$ cat config.mk
export PLATFORM = sky130hd
export DESIGN_NAME = seg_prefetch_unit
export DESIGN_NICKNAME = d
export VERILOG_FILES = /design/src/rtl/pfu_pkg.sv /design/src/rtl/pfu_addr_gen.sv /design/src/rtl/pfu_byte_fifo.sv /design/src/rtl/pfu_fetch_ctrl.sv /design/src/rtl/seg_prefetch_unit.sv
export SDC_FILE = /design/constraint.sdc
export NUM_CORES = 1
export LEC_CHECK = 0
export BUFFER_PORTS_ARGS = -buffer_cell sky130_fd_sc_hd__buf_2
export CAP_MARGIN = 0
export CORE_MARGIN = 10
export CORE_UTILIZATION = 30
export CTS_CLUSTER_SIZE = 30
export DETAILED_ROUTE_END_ITERATION = 7
export GPL_ROUTABILITY_DRIVEN = 0
export PLACE_DENSITY = 0.45
export SLEW_MARGIN = 0
export SYNTH_ARGS = -nofsm -noshare
export SYNTH_HDL_FRONTEND = slang
export SYNTH_SLANG_ARGS = --single-unit
$ cat constraint.sdc
create_clock -name clk -period 8.2 [get_ports clk]
set_input_delay 1.64 -clock clk [delete_from_list [all_inputs] [get_ports clk]]
set_output_delay 1.64 -clock clk [all_outputs]
set_load 0.01 [all_outputs]
$ cat src/rtl/pfu_pkg.sv
// Package: constants shared by the segmented prefetch unit.
// Assumes: the segment is moved up by a fixed number of bit places before the offset is added.
package pfu_pkg;
    localparam int unsigned PFU_SEG_SHIFT = 4;
    localparam int unsigned PFU_QUEUE_DEPTH = 6;

    // Width of a counter that has to reach the value depth.
    function automatic int unsigned pfu_cnt_w(input int unsigned depth);
        return $clog2(depth + 1);
    endfunction
endpackage

$ cat src/rtl/pfu_addr_gen.sv
// Module: pfu_addr_gen
// Turns segment:offset into a physical address. The segment moves up by
// SHIFT bit places and the offset is added. The sum is cut to PA_W bits,
// so any carry out of the top bit is lost.
// Assumes: PA_W is no wider than SEG_W + SHIFT.
module pfu_addr_gen #(
    parameter int unsigned SEG_W = 16,
    parameter int unsigned OFF_W = 16,
    parameter int unsigned PA_W  = 20,
    parameter int unsigned SHIFT = pfu_pkg::PFU_SEG_SHIFT
) (
    input  logic [SEG_W-1:0] seg,
    input  logic [OFF_W-1:0] off,
    output logic [PA_W-1:0]  pa
);
    localparam int unsigned BASE_W = SEG_W + SHIFT;

    logic [BASE_W-1:0] base;

    // Moved-up segment base.
    assign base = {seg, {SHIFT{1'b0}}};
    // Sum taken modulo 2^PA_W.
    assign pa = PA_W'(base) + PA_W'(off);
endmodule

$ cat src/rtl/pfu_byte_fifo.sv
// Module: pfu_byte_fifo
// Circular byte queue of DEPTH entries. Push and pop may happen in the same
// cycle, also when the queue is full. Clear empties it in one cycle and
// wins over push and pop in that cycle.
// Assumes: the caller pushes only when a slot is reserved. A push into a full
// queue without a pop is dropped.
module pfu_byte_fifo #(
    parameter int unsigned DEPTH = pfu_pkg::PFU_QUEUE_DEPTH,
    parameter int unsigned W     = 8,
    localparam int unsigned CNT_W = pfu_pkg::pfu_cnt_w(DEPTH),
    localparam int unsigned PTR_W = (DEPTH > 1) ? $clog2(DEPTH) : 1
) (
    input  logic             clk,
    input  logic             rst_n,
    input  logic             clear,
    input  logic             push,
    input  logic [W-1:0]     wdata,
    input  logic             pop,
    output logic [W-1:0]     rdata,
    output logic             not_empty,
    output logic [CNT_W-1:0] count
);
    logic [W-1:0]     store [DEPTH];
    logic [PTR_W-1:0] wr_ptr, rd_ptr;
    logic [CNT_W-1:0] cnt;
    logic             do_pop, do_push;

    // Step a pointer forward, wrapping at DEPTH.
    function automatic logic [PTR_W-1:0] ptr_next(input logic [PTR_W-1:0] p);
        return (p == PTR_W'(DEPTH - 1)) ? '0 : p + PTR_W'(1);
    endfunction

    // Work out which transfers take place this cycle.
    always_comb begin
        do_pop  = pop && (cnt != '0);
        do_push = push && ((cnt < CNT_W'(DEPTH)) || do_pop);
    end

    // Write the byte being pushed into its slot.
    always_ff @(posedge clk) begin
        if (do_push && !clear) begin
            store[wr_ptr] <= wdata;
        end
    end

    // Update the pointers and the fill count.
    always_ff @(posedge clk) begin
        if (!rst_n || clear) begin
            wr_ptr <= '0;
            rd_ptr <= '0;
            cnt    <= '0;
        end else begin
            if (do_push) wr_ptr <= ptr_next(wr_ptr);
            if (do_pop)  rd_ptr <= ptr_next(rd_ptr);
            cnt <= cnt + CNT_W'(do_push) - CNT_W'(do_pop);
        end
    end

    assign rdata     = store[rd_ptr];
    assign not_empty = (cnt != '0);
    assign count     = cnt;
endmodule

$ cat src/rtl/pfu_fetch_ctrl.sv
// Module: pfu_fetch_ctrl
// Holds the segment and offset registers and decides when a read goes out.
// It keeps two counters of requests in flight. "live" requests will be
// pushed into the queue when they return. "stale" requests were made before
// a flush and are dropped when they return.
// Assumes: memory returns responses in request order, and never more
// responses than requests.
module pfu_fetch_ctrl #(
    parameter int unsigned SEG_W   = 16,
    parameter int unsigned OFF_W   = 16,
    parameter int unsigned DEPTH   = pfu_pkg::PFU_QUEUE_DEPTH,
    parameter logic [SEG_W-1:0] RST_SEG = '1,
    parameter logic [OFF_W-1:0] RST_OFF = '0,
    localparam int unsigned CNT_W = pfu_pkg::pfu_cnt_w(DEPTH)
) (
    input  logic             clk,
    input  logic             rst_n,
    input  logic             flush,
    input  logic [SEG_W-1:0] flush_seg,
    input  logic [OFF_W-1:0] flush_off,
    input  logic [CNT_W-1:0] fifo_count,
    input  logic             mem_ready,
    input  logic             mem_rvalid,
    output logic             mem_rd,
    output logic [SEG_W-1:0] seg,
    output logic [OFF_W-1:0] off,
    output logic             push
);
    localparam int unsigned SUM_W = CNT_W + 1;

    logic [CNT_W-1:0] live, stale;
    logic [SUM_W-1:0] used, inflight;
    logic             issue, resp_keep, resp_drop;

    // Room check: queued bytes plus live requests, and the total in flight.
    always_comb begin
        used      = SUM_W'(fifo_count) + SUM_W'(live);
        inflight  = SUM_W'(live) + SUM_W'(stale);
        mem_rd    = !flush && (used < SUM_W'(DEPTH)) && (inflight < SUM_W'(DEPTH));
        issue     = mem_rd && mem_ready;
        resp_drop = mem_rvalid && (stale != '0);
        resp_keep = mem_rvalid && (stale == '0);
        push      = resp_keep && !flush;
    end

    // Segment and offset: load on flush, step on each accepted request.
    always_ff @(posedge clk) begin
        if (!rst_n) begin
            seg <= RST_SEG;
            off <= RST_OFF;
        end else if (flush) begin
            seg <= flush_seg;
            off <= flush_off;
        end else if (issue) begin
            off <= off + OFF_W'(1);
        end
    end

    // In-flight counters: on a flush, every outstanding request becomes stale.
    always_ff @(posedge clk) begin
        if (!rst_n) begin
            live  <= '0;
            stale <= '0;
        end else if (flush) begin
            live  <= '0;
            stale <= stale + live - CNT_W'(mem_rvalid);
        end else begin
            live  <= live + CNT_W'(issue) - CNT_W'(resp_keep);
            stale <= stale - CNT_W'(resp_drop);
        end
    end
endmodule

$ cat src/rtl/seg_prefetch_unit.sv
// Module: seg_prefetch_unit (top)
// Prefetches opcode bytes from segment:offset into a byte queue and serves
// them on a valid/ready port. A flush empties the queue and moves fetching
// to a new target.
// Assumes: in-order single-byte memory responses; flush lasts one cycle per branch.
module seg_prefetch_unit #(
    parameter int unsigned SEG_W  = 16,
    parameter int unsigned OFF_W  = 16,
    parameter int unsigned PA_W   = 20,
    parameter int unsigned DATA_W = 8,
    parameter int unsigned DEPTH  = pfu_pkg::PFU_QUEUE_DEPTH,
    parameter logic [SEG_W-1:0] RST_SEG = 16'hFFFF,
    parameter logic [OFF_W-1:0] RST_OFF = 16'h0000,
    localparam int unsigned CNT_W = pfu_pkg::pfu_cnt_w(DEPTH)
) (
    input  logic              clk,
    input  logic              rst_n,
    input  logic              flush,
    input  logic [SEG_W-1:0]  flush_cs,
    input  logic [OFF_W-1:0]  flush_ip,
    output logic              mem_rd,
    output logic [PA_W-1:0]   mem_addr,
    input  logic              mem_ready,
    input  logic              mem_rvalid,
    input  logic [DATA_W-1:0] mem_rdata,
    output logic              out_valid,
    input  logic              out_ready,
    output logic [DATA_W-1:0] out_byte
);
    logic [SEG_W-1:0] seg;
    logic [OFF_W-1:0] off;
    logic [CNT_W-1:0] fifo_count;
    logic             push;

    // Fetch sequencing and the segment/offset registers.
    pfu_fetch_ctrl #(
        .SEG_W(SEG_W), .OFF_W(OFF_W), .DEPTH(DEPTH),
        .RST_SEG(RST_SEG), .RST_OFF(RST_OFF)
    ) u_ctrl (
        .clk(clk), .rst_n(rst_n), .flush(flush),
        .flush_seg(flush_cs), .flush_off(flush_ip),
        .fifo_count(fifo_count), .mem_ready(mem_ready), .mem_rvalid(mem_rvalid),
        .mem_rd(mem_rd), .seg(seg), .off(off), .push(push)
    );

    // Physical address generation.
    pfu_addr_gen #(
        .SEG_W(SEG_W), .OFF_W(OFF_W), .PA_W(PA_W), .SHIFT(pfu_pkg::PFU_SEG_SHIFT)
    ) u_addr (
        .seg(seg), .off(off), .pa(mem_addr)
    );

    // Opcode byte queue.
    pfu_byte_fifo #(
        .DEPTH(DEPTH), .W(DATA_W)
    ) u_fifo (
        .clk(clk), .rst_n(rst_n), .clear(flush),
        .push(push), .wdata(mem_rdata), .pop(out_ready),
        .rdata(out_byte), .not_empty(out_valid), .count(fifo_count)
    );
endmodule

==> summary.txt <==
Timing
  – Setup TNS: 0 ns
  – Transition time at the pin with the least slew margin: 1.08 ns
  – RSZ-0062 raised after global routing: no
  – Final worst-path setup slack: 3.23 ns
  – Highest attainable clock frequency: 201 MHz
  – Period Utilization, post-route: approximately three fifths
  – Final period demand of the worst path: 4.97 ns
  – Total count of hold-check failures in the final report: 0
  – Max-slew violation total from the final report: 0
  – Clock skew: 0.00709 ns
  – Number of setup violations in the final report: 0
  – Slew HR: between 20% and 30%

Flow run
  – # Max-Cap Violations: 0

Cells and area
  – Fin util: 36.1%
  – Total number of nets in the final design: 632
  – Fraction of final layout cells sized beyond drive strength 1: 20.4%
  – Diode count: 0
  – Area Overhead vs Synth: 17.0%
  – Final Instance Area: 0.00603 mm^2

Critical path
  – CP Buf/Inv Count: 2
  – Worst R2R Start: u_ctrl.live[1]
  – Worst path required time: 6.56 ns
  – Crit path max fanout: 38
  – Crit path from: flush
  – Setup CP Type: input pin to output port
  – Slowest library cell on the worst path: or3_1
  – Dominant delay contributor by cell family on the critical path: simple AND/OR/NAND/NOR gates
  – Sort of element at the end of the critical path: output port
  – Critical path's most frequent cell: buf_2
  – Endpoint arrival time on the critical path: 3.33 ns
  – CP peak stage delay: 0.54 ns
  – Crit start category: input pin
  – Cell breakdown of the critical path: buf_2, or3_1, a221o_1, nor2_1, buf_2

Floorplanning
  – Die width: 151 um
  – Area of the die: 0.0228 mm^2
  – Die Span Y: 151 um
  – Placement row count: 47
  – Starting density of the core: 30.9%
  – Area inside the core boundary: 0.0167 mm^2
  – Boundary Pins: 76

Detailed routing
  – Number of routed nets with antenna violations: 0
  – Initial detailed-routing violation count: 272
  – Initial DRT Pass Iterations: 5
  – Average wire length per cell after detail routing: roughly 17 um
  – Via/cell ratio: between 4 and 5
  – Post-detailed-routing wire length: 13100 um
  – # DRC: 0
  – Routed vias: slightly below 4000

Hold path
  – Worst Hold Launch: u_ctrl.seg[8]
  – Hold/Removal Path Class: register to register

Power and ir drop
  – Final Power: around 0.0013 W
  – Static leakage: 2.36 nW
  – Power density relative to cell area: roughly 220 mW/mm^2
  – Worst IR Drop VDD: 0.118 mV

Placement
  – Minimum setup slack after placement: 3.22 ns
  – Total half-perimeter wirelength after legalization and detailed placement: 9580 um
  – I/O Buffers: 75
  – Area after detailed placement: 0.00572 mm^2

Global routing
  – Largest net degree at the start of global routing: 39
  – Antenna violations before repair: 0
  – Global route overflow: 0
  – Number of global-route vias before repair: roughly 4000
  – First-pass GRT wire length: 21000 um
  – Total global-route track usage: roughly an eighth

Logic synthesis
  – Post-synthesis net count: approximately 570
  – Prevailing post-synth register cell: dfxtp_1
  – Syn Area/Cell: 10.5 um^2
  – Library cells used by synthesis: 60
  – Synthesis-stage register bit count: 98
  – Post-synthesis cell count: 489
  – Proportion of synthesized flip-flops having asynchronous set or reset: 0%
  – Count of flip-flops with a built-in enable after synthesis: 48
  – Cell Area, Synth: 0.00515 mm^2
  – Share of synthesized area occupied by flip-flops and latches: 47.4%
  – Syn. warnings: 0

Clock tree
  – Setup repair bufs after CTS: 0
  – Cell at the root of the clock tree: clkbuf_16
  – CTS hold repair buffers: 0
  – Clock slew at the register clock pins of the worst setup and hold paths: around 0.070 ns
  – Post-cts resize count: 0
  – Clock Sink Count: 98
  – Number of buffers inserted during clock tree synthesis: 9
  – CTS tree: built
  – Worst-skew pair later-pin latency: 0.35 ns
  – # H-tree levels: 3
  – Number of buffers on the longest clock path: 2

Outcome
  – Outcome: finished, final reports clean
==> flip-flops by register name, indices dropped and copies added (netlist names), named ones only <==
name and cells:
u_ctrl.live 3, u_ctrl.off 16, u_fifo.store 48, u_ctrl.stale 3
u_ctrl.seg 16, u_fifo.rd_ptr 3, u_fifo.wr_ptr 3, u_fifo.count 3
==> layout by cell type (no fill, tap or decap), drive strengths merged, types with 4 or more instances in the layout <==
master | synthesis | final
a21oi | 33 | 33
edfxtp | 48 | 48
buf | 10 | 77
nand4 | 7 | 7
xor2 | 9 | 9
dfxtp | 50 | 50
mux2i | 23 | 23
nand3 | 14 | 14
a31oi | 8 | 8
fa | 6 | 6
a211oi | 8 | 8
inv | 28 | 33
nor2b | 4 | 4
nand2 | 48 | 48
xnor2 | 12 | 12
mux4 | 8 | 8
or3 | 5 | 5
nor2 | 34 | 34
and3 | 10 | 10
clkbuf | 14 | 9
o21ai | 17 | 17
nor3 | 12 | 12
ha | 27 | 27
==> cells in the mapped netlist (6+ instances only) <==
| cell | n | area share [%] |
|---|---|---|
| nor2_1 | 34 | 2.5 |
| fa_1 | 6 | 2.3 |
| nor3_1 | 12 | 1.2 |
| o21ai_0 | 17 | 1.7 |
| nand2_1 | 47 | 3.4 |
| xnor2_1 | 12 | 2.0 |
| a31oi_1 | 8 | 0.97 |
| nand4_1 | 7 | 0.85 |
| dfxtp_1 | 50 | 19 |
| a21oi_1 | 33 | 3.2 |
| a211oi_1 | 7 | 1.0 |
| inv_1 | 28 | 2.0 |
| mux4_2 | 8 | 3.5 |
| ha_1 | 27 | 6.6 |
| and3_1 | 10 | 1.2 |
| edfxtp_1 | 48 | 28 |
| mux2i_1 | 23 | 4.5 |
| clkbuf_1 | 13 | 0.95 |
| nand3_1 | 14 | 1.4 |
| xor2_1 | 9 | 1.5 |
==> tightest hold or removal path, cell delays in order, from the launching register on <==
cell,delay (ns)
dfxtp_1,0.34
mux2i_1,0.07
nand2_1,0.06
==> cell families after synthesis <==
logic type,Yosys count,share of synthesized area [%]
AO/OA/AOI/OAI,102,13.3
XOR/XNOR,21,3.57
adder cells (fa/ha/maj),33,8.88
buffers and inverters,52,4.25
flip-flops,98,47.4
multiplexers,32,8.18
AND/OR/NAND/NOR,151,14.5
==> path summary, 6_finish.rpt <==
kind	end	slack (ns)	depth (start not counted)
max	mem_rd	3.23	5
min	u_ctrl.seg[8]	0.49	2
max reg2reg	u_ctrl.live[2]	5.07	11
min reg2reg	u_ctrl.seg[8]	0.49	2
==> metal layers <==
layer  vias up  GRT usage [%]  share of wire [%]
met5         -              0                  0
met4         0           2.74               0.94
met3         9           3.85                5.7
met2        87           19.1                 48
met1      1828           14.9                 45
li1       1923              -                  -
==> area by class of cell <==
class	instances	area, um^2
multi-input combinational	339	2500
timing repair buffer	77	390
tap	220	275
fill	1710	10700
inverter	28	105
sequential	98	2440
clock inverter	7	91.3
clock buffer	9	225
==> per-stage QoR <==
stage,instances,hold WS (ns)
floorplan,489,0.449
global placement,762,0.473
detailed placement,762,0.471
CTS,778,0.494
global route,778,0.508
finish,778,0.492
==> power breakdown <==
part	leakage, nW	switching [W]	internal [W]
Combinational	1.36	0.000168	0.000128
Sequential	0.844	0.0000283	0.000536
Clock	0.154	0.000204	0.000246
(Power assumes the default switching activity.)
